<file path="src/rtl/tws_pkg.sv">
package tws_pkg;

  typedef struct packed {
    logic scl_rise;
    logic scl_fall;
    logic start;
    logic stop;
  } tws_evt_t;

  typedef enum logic [1:0] {
    CNT_KEEP,
    CNT_LOAD,
    CNT_ZERO,
    CNT_STEP
  } tws_cnt_op_e;

  // Counter update choice: host load beats start clear beats edge step.
  function automatic tws_cnt_op_e cnt_op(input logic load, input logic start,
                                         input logic edge_seen);
    if (load)           return CNT_LOAD;
    else if (start)     return CNT_ZERO;
    else if (edge_seen) return CNT_STEP;
    else                return CNT_KEEP;
  endfunction

  // Sticky flag with set priority over clear.
  function automatic logic flag_next(input logic set, input logic clr, input logic cur);
    return set | (cur & ~clr);
  endfunction

endpackage

</file>
<file path="src/rtl/tws_edge_det.sv">
module tws_edge_det
  import tws_pkg::*;
(
  input  logic     clk,
  input  logic     rst_n,
  input  logic     scl_i,
  input  logic     sda_i,
  output tws_evt_t evt_o
);

  logic scl_q;
  logic sda_q;

  always_ff @(posedge clk or negedge rst_n) begin
    if (!rst_n) begin
      scl_q <= 1'b1;
      sda_q <= 1'b1;
    end else begin
      scl_q <= scl_i;
      sda_q <= sda_i;
    end
  end

  always_comb begin
    evt_o.scl_rise = scl_i & ~scl_q;
    evt_o.scl_fall = ~scl_i & scl_q;
    evt_o.start    = scl_i & scl_q & sda_q & ~sda_i;
    evt_o.stop     = scl_i & scl_q & ~sda_q & sda_i;
  end


  cond_excl_chk: assert property (@(posedge clk) disable iff (!rst_n)
    (evt_o.start | evt_o.stop) |-> !(evt_o.scl_rise | evt_o.scl_fall));

endmodule

</file>
<file path="src/rtl/tws_shifter.sv">
module tws_shifter #(
  parameter int DATA_W = 8
) (
  input  logic              clk,
  input  logic              rst_n,
  input  logic              scl_rise,
  input  logic              scl_fall,
  input  logic              sda_i,
  input  logic              wr_en,
  input  logic [DATA_W-1:0] wr_data,
  output logic [DATA_W-1:0] sr_o
);

  logic              bit_q;
  logic [DATA_W-1:0] sr_q;

  always_ff @(posedge clk or negedge rst_n) begin
    if (!rst_n) begin
      bit_q <= 1'b0;
      sr_q  <= '0;
    end else begin
      if (scl_rise) bit_q <= sda_i;
      if (wr_en)         sr_q <= wr_data;
      else if (scl_fall) sr_q <= {sr_q[DATA_W-2:0], bit_q};
    end
  end

  assign sr_o = sr_q;


  sr_load_chk: assert property (@(posedge clk) disable iff (!rst_n)
    wr_en |=> sr_q == $past(wr_data));


  sr_shift_chk: assert property (@(posedge clk) disable iff (!rst_n)
    (scl_fall && !wr_en) |=> (sr_q[0] == $past(bit_q)) &&
                             (sr_q[DATA_W-1:1] == $past(sr_q[DATA_W-2:0])));

endmodule

</file>
<file path="src/rtl/tws_counter.sv">
module tws_counter
  import tws_pkg::*;
#(
  parameter int CNT_W = 4
) (
  input  logic             clk,
  input  logic             rst_n,
  input  logic             edge_seen,
  input  logic             start,
  input  logic             load,
  input  logic [CNT_W-1:0] load_val,
  output logic [CNT_W-1:0] cnt_o,
  output logic             wrap_o
);

  localparam logic [CNT_W-1:0] CNT_TOP = '1;
  localparam logic [CNT_W-1:0] CNT_ONE = {{(CNT_W-1){1'b0}}, 1'b1};

  logic [CNT_W-1:0] cnt_q;
  tws_cnt_op_e      op;

  always_comb begin
    op     = cnt_op(load, start, edge_seen);
    wrap_o = (op == CNT_STEP) && (cnt_q == CNT_TOP);
  end

  always_ff @(posedge clk or negedge rst_n) begin
    if (!rst_n) begin
      cnt_q <= '0;
    end else begin
      case (op)
        CNT_LOAD: cnt_q <= load_val;
        CNT_ZERO: cnt_q <= '0;
        CNT_STEP: cnt_q <= cnt_q + CNT_ONE;
        default:  cnt_q <= cnt_q;
      endcase
    end
  end

  assign cnt_o = cnt_q;


  cnt_wrap_chk: assert property (@(posedge clk) disable iff (!rst_n)
    wrap_o |=> cnt_q == '0);


  cnt_load_chk: assert property (@(posedge clk) disable iff (!rst_n)
    load |=> cnt_q == $past(load_val));

endmodule

</file>
<file path="src/rtl/tws_hold_ctl.sv">
module tws_hold_ctl
  import tws_pkg::*;
(
  input  logic clk,
  input  logic rst_n,
  input  logic scl_fall,
  input  logic start,
  input  logic stop,
  input  logic wrap,
  input  logic start_clr,
  input  logic ovf_clr,
  input  logic stop_clr,
  output logic start_flag,
  output logic ovf_flag,
  output logic stop_flag,
  output logic scl_low
);

  logic start_q, ovf_q, stop_q;
  logic start_hold_q, ovf_hold_q;
  logic ovf_n;

  assign ovf_n = flag_next(wrap, ovf_clr, ovf_q);

  always_ff @(posedge clk or negedge rst_n) begin
    if (!rst_n) begin
      start_q      <= 1'b0;
      ovf_q        <= 1'b0;
      stop_q       <= 1'b0;
      start_hold_q <= 1'b0;
      ovf_hold_q   <= 1'b0;
    end else begin
      start_q <= flag_next(start, start_clr, start_q);
      ovf_q   <= ovf_n;
      stop_q  <= flag_next(stop, stop_clr, stop_q);
      start_hold_q <= flag_next(start, start_clr | stop, start_hold_q);
      if (stop || !ovf_n) ovf_hold_q <= 1'b0;
      else if (scl_fall)  ovf_hold_q <= 1'b1;
    end
  end

  assign start_flag = start_q;
  assign ovf_flag   = ovf_q;
  assign stop_flag  = stop_q;
  assign scl_low    = start_hold_q | ovf_hold_q;


  ovf_set_chk: assert property (@(posedge clk) disable iff (!rst_n)
    wrap |=> ovf_flag);


  ovf_hold_chk: assert property (@(posedge clk) disable iff (!rst_n)
    ovf_hold_q |-> ovf_flag);


  start_hold_chk: assert property (@(posedge clk) disable iff (!rst_n)
    start |=> start_flag && scl_low);


  stop_release_chk: assert property (@(posedge clk) disable iff (!rst_n)
    stop |=> stop_flag && !scl_low);

endmodule

</file>
<file path="src/rtl/tws_target_engine.sv">
module tws_target_engine
  import tws_pkg::*;
#(
  parameter int DATA_W = 8,
  parameter int CNT_W  = 4
) (
  input  logic              clk,
  input  logic              rst_n,
  input  logic              scl_i,
  input  logic              sda_i,
  input  logic              sr_wr,
  input  logic [DATA_W-1:0] sr_wdata,
  input  logic              cnt_wr,
  input  logic [CNT_W-1:0]  cnt_wdata,
  input  logic              start_clr,
  input  logic              ovf_clr,
  input  logic              stop_clr,
  input  logic              sda_oe,
  output logic [DATA_W-1:0] sr_q,
  output logic [CNT_W-1:0]  cnt_q,
  output logic              start_flag,
  output logic              ovf_flag,
  output logic              stop_flag,
  output logic              scl_low,
  output logic              sda_low
);

  tws_evt_t evt;
  logic     bus_edge;
  logic     cnt_wrap;

  tws_edge_det u_edge (
    .clk   (clk),
    .rst_n (rst_n),
    .scl_i (scl_i),
    .sda_i (sda_i),
    .evt_o (evt)
  );

  assign bus_edge = evt.scl_rise | evt.scl_fall;

  tws_shifter #(.DATA_W(DATA_W)) u_shift (
    .clk      (clk),
    .rst_n    (rst_n),
    .scl_rise (evt.scl_rise),
    .scl_fall (evt.scl_fall),
    .sda_i    (sda_i),
    .wr_en    (sr_wr),
    .wr_data  (sr_wdata),
    .sr_o     (sr_q)
  );

  tws_counter #(.CNT_W(CNT_W)) u_cnt (
    .clk       (clk),
    .rst_n     (rst_n),
    .edge_seen (bus_edge),
    .start     (evt.start),
    .load      (cnt_wr),
    .load_val  (cnt_wdata),
    .cnt_o     (cnt_q),
    .wrap_o    (cnt_wrap)
  );

  tws_hold_ctl u_hold (
    .clk        (clk),
    .rst_n      (rst_n),
    .scl_fall   (evt.scl_fall),
    .start      (evt.start),
    .stop       (evt.stop),
    .wrap       (cnt_wrap),
    .start_clr  (start_clr),
    .ovf_clr    (ovf_clr),
    .stop_clr   (stop_clr),
    .start_flag (start_flag),
    .ovf_flag   (ovf_flag),
    .stop_flag  (stop_flag),
    .scl_low    (scl_low)
  );

  assign sda_low = sda_oe & ~sr_q[DATA_W-1];


  sda_oe_chk: assert property (@(posedge clk) disable iff (!rst_n)
    sda_low |-> sda_oe && !sr_q[DATA_W-1]);

endmodule

</file>
<file path="config.mk">
export PLATFORM = sky130hd
export DESIGN_NAME = tws_target_engine
export DESIGN_NICKNAME = d
export VERILOG_FILES = /design/src/rtl/tws_pkg.sv /design/src/rtl/tws_edge_det.sv /design/src/rtl/tws_shifter.sv /design/src/rtl/tws_counter.sv /design/src/rtl/tws_hold_ctl.sv /design/src/rtl/tws_target_engine.sv
export SDC_FILE = /design/constraint.sdc
export NUM_CORES = 1
export LEC_CHECK = 0
export BUFFER_PORTS_ARGS = -buffer_cell sky130_fd_sc_hd__buf_2
export CORE_ASPECT_RATIO = 0.9
export CORE_UTILIZATION = 32
export DETAILED_ROUTE_END_ITERATION = 12
export PLACE_DENSITY = 0.67
export SYNTH_ARGS = -nofsm -noshare
export SYNTH_HDL_FRONTEND = slang
export SYNTH_SLANG_ARGS = --single-unit
</file>
<file path="constraint.sdc">
create_clock -name clk -period 1.9 [get_ports clk]
set_clock_uncertainty 0.15 [all_clocks]
set_input_delay 0.38 -clock clk [delete_from_list [all_inputs] [get_ports clk]]
set_output_delay 0.38 -clock clk [all_outputs]
set_load 0.02 [all_outputs]
</file>
==> run summary, run 1 <==
Share of synthesized area occupied by flip-flops and latches: 52.8%
Antenna diode count: 0
Setup TNS: 0 ns
Type of element capturing the critical path: output port
Largest fanout on the critical path: 2
Die width: 59.5 microns
Synthesized Nets: 115
Wirelength per Cell: 11.4 microns
Vertical extent of the die: 53.8 microns
Flip-flop and latch count after synthesis: 20
Clock-pin slew on the worst setup and hold paths: 0.12 ns
Number of max-slew violations in the final report: 0
Finished Cell Area: 1240 sq um
DR DRC count: 0
Pre-CTS setup slack: 0.185 ns
Most area-consuming cells after synthesis: dfrtp_1 (47%), mux2i_1 (9.4%), dfstp_2 (5.5%), nand2_1 (5.5%), ha_1 (5.2%)
Achievable clock frequency: 0.600 GHz
PortBufs: 38
Placed cells: 164
DR pass1 iterations: 4
Clock tree from TritonCTS: built
Fraction of power consumed by sequential logic: 46.7%
Layout net count: 156
Hold depth: 1
Antenna violations before repair: 0
Actual transition at the worst max-transition pin: 0.505 ns
Initial Util: 34.1%
Cells after synthesis: 89
Fraction of power consumed by combinational cells: 20.6%
Final hold slack: 0.0460 ns
Sinks on Clock Net: 20
Sw Ratio: 27.7%
Net Switching: 0.296 mW
Final clock period utilization by the worst path: 87.7%
Minimum clock period after layout: 1.67 ns
Launching instance or port of the critical path: u_hold.start_hold_q
Wire length of the first global-routing pass: 2870 microns
Share of layout cells above drive strength 1: 37.2%
Worst vdd ir: 0.328 mV
Setup ws final: 0.234 ns
Count of pins on the block boundary: 39
Layout overhead on the synthesized area: 29.9%
Floorplan die area: 3200 sq um
Total of endpoints with negative setup slack in the final report: 0
All-layer global routing usage: 12.4%
Initial drt markers: 12
Number of max-cap violations: 0
RSZ-0062 raised after global routing: false
Total of cells resized after clock tree synthesis: 0
Via count of the first global-routing pass: 669
Library cell with the largest summed area after synthesis: dfrtp_1
Depth of the worst register-to-register path: 4
Final hold viol count: 0
Syn Area/Cell: 10.7 sq um
Run status: finished clean
Number of core rows: 18
Post-route non-filler standard cell count: 169
HPWL after detailed placement: 1480 microns
Fillers: 284
Global-route congestion overflow total: 0
Number of levels in the clock H-tree: 1
Reported leakage power: 0.619 nW
Crit Path Category: reg -> out
Data required time at the worst endpoint: 1.37 ns
Share of the core filled with cells in the final layout: 44.4%
Worst-case headroom to the max-slew limit: 66.3%
Worst hold start: scl_i
Library cells used by synthesis: 24
Total chip power: 1.07 mW
Clock network latency to the later pin of the worst-skew pair: 0.30 ns
Power density cells: 863 nW/um^2
Clock buffer depth: 2
Post-placement cell area: 1180 sq um
Master cell of the clock root buffer: clkbuf_4
Area of the mapped netlist: 953 sq um
Beginning of the worst register-to-register path: u_edge.scl_q
Sum of routed wire length over all layers: 1920 microns
Kind of launch point of the worst setup path: register
Number of nets with antenna violations after routing: 0
Number of vias per cell after detailed routing: 4.49
Via count: 759
Clk network pwr share: 32.7%
Synth warnings: 0
Routability-driven placement congestion ratio: 0.685
Largest net degree at the start of global routing: 21
Setup Buffers After CTS: 0
Core ar.: 2790 sq um
Cts bufs inserted: 3
Area fraction of the dominant cell type after synthesis: 47.2%
Arrival time of data at the critical path endpoint: 1.14 ns
Cell-internal power: 0.773 mW
Hold crit path type: in -> reg
[repair_timing]
item / 4_1_cts / 5_1_grt
hold buffers: 1 / 0
setup endpoints to repair: 0 / 0
hold endpoints to repair: 18 / 0
[cells by family after synthesis]
logic type	Yosys count	share of synthesized area, %
AOI/OAI and AO/OA	19	11.5
xor gates and xnor gates	3	2.76
adders and majority gates	4	5.25
buffers and inverters	8	3.81
DFF	20	52.8
muxes	10	10.6
and+or+nand+nor	25	13.3
[layout by cell type, fill, tap and decap left out]
cell type | synthesis | routed
or2_2 | 1 | 1
o21ai_0 | 6 | 6
dfrtp_1 | 18 | 18
a21oi_1 | 2 | 2
bufinv_16 | 0 | 1
xnor2_1 | 1 | 1
dfstp_2 | 2 | 2
mux2i_1 | 9 | 9
nand3b_1 | 2 | 2
nor2_1 | 1 | 1
nand4b_1 | 1 | 1
buf_2 | 2 | 38
nand2b_1 | 1 | 1
o21ai_1 | 7 | 7
nor2b_2 | 1 | 1
o31ai_1 | 3 | 3
o31ai_2 | 1 | 1
inv_1 | 5 | 5
dlygate4sd3_1 | 0 | 1
ha_1 | 4 | 4
nand2_1 | 14 | 14
clkbuf_4 | 0 | 3
mux2_2 | 1 | 1
xor2_1 | 2 | 2
nand4_1 | 1 | 1
nor2b_1 | 3 | 3
[power by group through the flow]
stage               logic, mW  registers (mW)  clock network [mW]
finish                  0.220           0.499               0.350
global route            0.241           0.505               0.371
CTS                     0.224           0.500               0.354
detailed placement      0.220           0.508                   0
global placement        0.214           0.506                   0
floorplan              0.0942           0.544                   0
[synth_stat cells (all sizes together)]
cell    instances
ha              4
nand4b          1
buf             3
nand2          14
dfstp           2
dfrtp          18
inv             5
a21oi           2
xor2            2
nor2b           4
mux2i           9
xnor2           1
nand2b          1
o21ai          13
nand3b          2
nor2            1
nand4           1
o31ai           4
or2             1
mux2            1
[metal layers]
| metal | routed length (microns) | up-vias | global-route usage (%) |
|---|---|---|---|
| met2 | 952 | 14 | 20.8 |
| met4 | 30 | 0 | 5.81 |
| li1 | - | 385 | - |
| met3 | 74 | 4 | 3.37 |
| met5 | 0 | - | 0 |
| met1 | 863 | 356 | 15.0 |
[final timing paths]
| path | endpoint | slack, ns |
|---|---|---|
| max in group asynchronous | u_edge.scl_q | 0.87 |
| worst min register to register | u_hold.ovf_flag | 0.36 |
| worst max-delay path | scl_low | 0.23 |
| min in group asynchronous | u_shift.sr_o[7] | 0.39 |
| worst min-delay path | u_edge.scl_q | 0.05 |
| worst max register to register | u_cnt.cnt_o[3] | 0.27 |
[state kept, by name, summed over array words and instances, names as in the netlist]
| signal | flops |
|---|---|
| u_hold.start_flag | 1 |
| u_cnt.cnt_o | 4 |
| u_hold.stop_flag | 1 |
| u_hold.start_hold_q | 1 |
| u_edge.sda_q | 1 |
| u_shift.sr_o | 8 |
| u_hold.ovf_hold_q | 1 |
| u_edge.scl_q | 1 |
| u_shift.bit_q | 1 |
| u_hold.ovf_flag | 1 |
[final cells by class]
type / count / area [sq um] / area share (%)
tap: 40 / 50.0 / 4.04
timing repair buffer: 39 / 200 / 16.2
sequential: 20 / 503 / 40.6
clock inverter: 1 / 30.0 / 2.42
multi-input combinational: 61 / 414 / 33.4
inverter: 5 / 18.8 / 1.52
clock buffer: 3 / 22.5 / 1.82
[critical path: stages, from the launching register on]
cell     delay (ns)
dfrtp_1        0.39
or2_2          0.29
buf_2          0.16
Power figures use the tool's default switching activity.
==> run 2, diff against run 1 <==
- clock period: 1.9 -> 1.64 ns (I/O delays scaled with it)
==> run 2 against run 1 <==
  * Combinational power up 21%
  * Register-to-register slack got worse by 0.18 ns
  * Critical path depth grew 2
  * Sequential cell count unchanged
  * Global-route usage up 1.4 points
  * Die area stayed put
  * Utilization increased by 1.2 points
  * Clock-buffer cell count up 1
  * Sequential share of layout area down 1.0 points
  * Setup slack lost 0.15 ns
  * Clock power decreased by 19%
==> run summary, run 2 (same netlist as run 1, synthesis figures left out) <==
Crit Reg-Reg Endpoint: u_cnt.cnt_o[3]
Final clock period utilization by the worst path: 94.8%
Launching instance or port of the critical path: u_edge.scl_q
Count of pins on the block boundary: 39 (unchanged)
Sink of the worst hold path: u_hold.stop_flag
Antenna diode count: 0 (unchanged)
Worst-case headroom to the max-slew limit: 70.5% (+4.2 points)
All-layer global routing usage: 13.8% (+1.4 points)
Largest register FFs: 8 (unchanged)
DR pass1 iterations: 2 (-2)
Internal reg-to-reg setup slack: 0.09 ns (-0.18 ns)
Cts bufs inserted: 3 (unchanged)
Hold depth: 2 (+1)
Initial drt markers: 18 (+6)
Achievable clock frequency: 0.643 GHz
Actual transition at the worst max-transition pin: 0.442 ns (-0.0631 ns)
Most common library cell in the layout ignoring fill and taps: buf_2
Number of max-slew violations in the final report: 0 (unchanged)
Minimum clock period after layout: 1.55 ns
DR DRC count: 0 (unchanged)
Clk network pwr share: 25.0% (-7.7 points)
HPWL after detailed placement: 1480 microns (-0.12%)
Clock network latency to the later pin of the worst-skew pair: 0.30 ns (about the same)
Master cell of the clock root buffer: clkbuf_4
Via count: 776 (+2.2%)
Reported leakage power: 0.627 nW (+1.2%)
Number of nets with antenna violations after routing: 0 (unchanged)
Setup Buffers After CTS: 0 (unchanged)
Depth of the worst register-to-register path: 4 (unchanged)
Crit Path Category: reg -> reg
Wirelength per Cell: 11.4 microns (-0.11%)
Cell-internal power: 0.795 mW (+2.9%)
Share of the core filled with cells in the final layout: 45.5% (+1.2 points)
Fraction of power consumed by combinational cells: 23.6% (+3.0 points)
Largest fanout on the critical path: 4 (+2)
Vertical extent of the die: 53.8 microns (unchanged)
RSZ-0062 raised after global routing: false
Die width: 59.5 microns (unchanged)
Layout overhead on the synthesized area: 33.3%
Clock buffer depth: 2 (unchanged)
Worst vdd ir: 0.306 mV (-6.8%)
Wire length of the first global-routing pass: 3170 microns (+10%)
Run status: finished clean
Fraction of power consumed by sequential logic: 51.4% (+4.7 points)
Worst hold start: stop_clr
Number of max-cap violations: 0 (unchanged)
Share of layout cells above drive strength 1: 39.4% (+2.2 points)
Highest-count cells in the layout ignoring fill and taps: buf_2 (37), dfrtp_1 (18), nand2_1 (14)
Core ar.: 2790 sq um (unchanged)
Number of core rows: 18 (unchanged)
Data required time at the worst endpoint: 1.71 ns (+0.34 ns)
Antenna violations before repair: 0 (unchanged)
Number of vias per cell after detailed routing: 4.51 (+0.46%)
Sum of routed wire length over all layers: 1950 microns (+1.7%)
Via count of the first global-routing pass: 770 (+15%)
Clock-pin slew on the worst setup and hold paths: 0.11 ns (about the same)
Total of endpoints with negative setup slack in the final report: 0 (unchanged)
Clock tree from TritonCTS: built
Sinks on Clock Net: 20 (unchanged)
Kind of launch point of the worst setup path: register
Initial Util: 34.1% (unchanged)
Largest net degree at the start of global routing: 21 (unchanged)
Final hold viol count: 0 (unchanged)
Beginning of the worst register-to-register path: u_edge.scl_q
Floorplan die area: 3200 sq um (unchanged)
Number of levels in the clock H-tree: 1 (unchanged)
Setup TNS: 0 ns (unchanged)
Net Switching: 0.333 mW (+13%)
Sw Ratio: 29.5% (+1.8 points)
Global-route congestion overflow total: 0 (unchanged)
Type of element capturing the critical path: register
PortBufs: 38 (unchanged)
Hold crit path type: in -> reg
Routability-driven placement congestion ratio: 0.703 (+2.5%)
Layout net count: 159 (+1.9%)
Power density cells: 888 nW/um^2 (+2.9%)
Arrival time of data at the critical path endpoint: 1.62 ns (+0.48 ns)
-- run 2: worst max-delay path by stage --
stage,to,depth (start not counted),slack (ns)
after floorplan,u_cnt.cnt_o[3],4,0.09
after global placement,u_cnt.cnt_o[3],6,0.11
after detailed placement,u_cnt.cnt_o[3],4,0.09
after CTS,scl_low,2,0.02
after global routing,u_cnt.cnt_o[3],4,0.03
final,u_cnt.cnt_o[3],4,0.09
-- run 2: layout make-up --
cell class	count	area, sq um
clock buffers	4	36.3
repair buffers	42	231
fillers	288	1520
multi-input cells	61	432
flip-flops and latches	20	503
well taps	40	50.0
inverters	5	18.8
-- run 2: through the flow --
step	std cells	power [mW]	hold WS (ns)	setup slack (ns)	cell area, sq um
floorplan	89	0.740	-0.118	0.0899	953
global placement	167	0.840	0.151	0.110	1200
detailed placement	167	0.850	0.149	0.0857	1200
CTS	172	1.14	0.00404	0.0242	1240
global route	172	1.20	0.0272	0.0333	1270
finish	172	1.13	0.0517	0.0851	1270
-- run 2: timing repair --
item | 4_1_cts | 5_1_grt
hold buffers | 1 | 1
endpoints found under the setup margin | 0 | 3
gates resized for setup | 0 | 5
endpoints found under the hold margin | 18 | 1
-- run 2: power by group through the flow --
stage | Combinational, mW | Clock [mW] | Sequential, mW
2_1_floorplan | 0.109 | 0 | 0.631
3_3_place_gp | 0.253 | 0 | 0.587
3_5_place_dp | 0.260 | 0 | 0.590
4_1_cts | 0.263 | 0.296 | 0.580
5_1_grt | 0.295 | 0.321 | 0.587
6_report | 0.266 | 0.282 | 0.580
-- run 2: layer usage --
layer | GRT usage [%] | wire length (microns)
met1 | 16.0 | 870
met2 | 22.5 | 966
met3 | 3.85 | 70
met4 | 9.69 | 46
met5 | 0 | 0
-- run 2: critical path, cell delays in order (launching register included) --
cell and delay, ns:
dfstp_2 0.59, ha_4 0.23, nand4b_1 0.18, xor2_1 0.16, o31ai_2 0.17
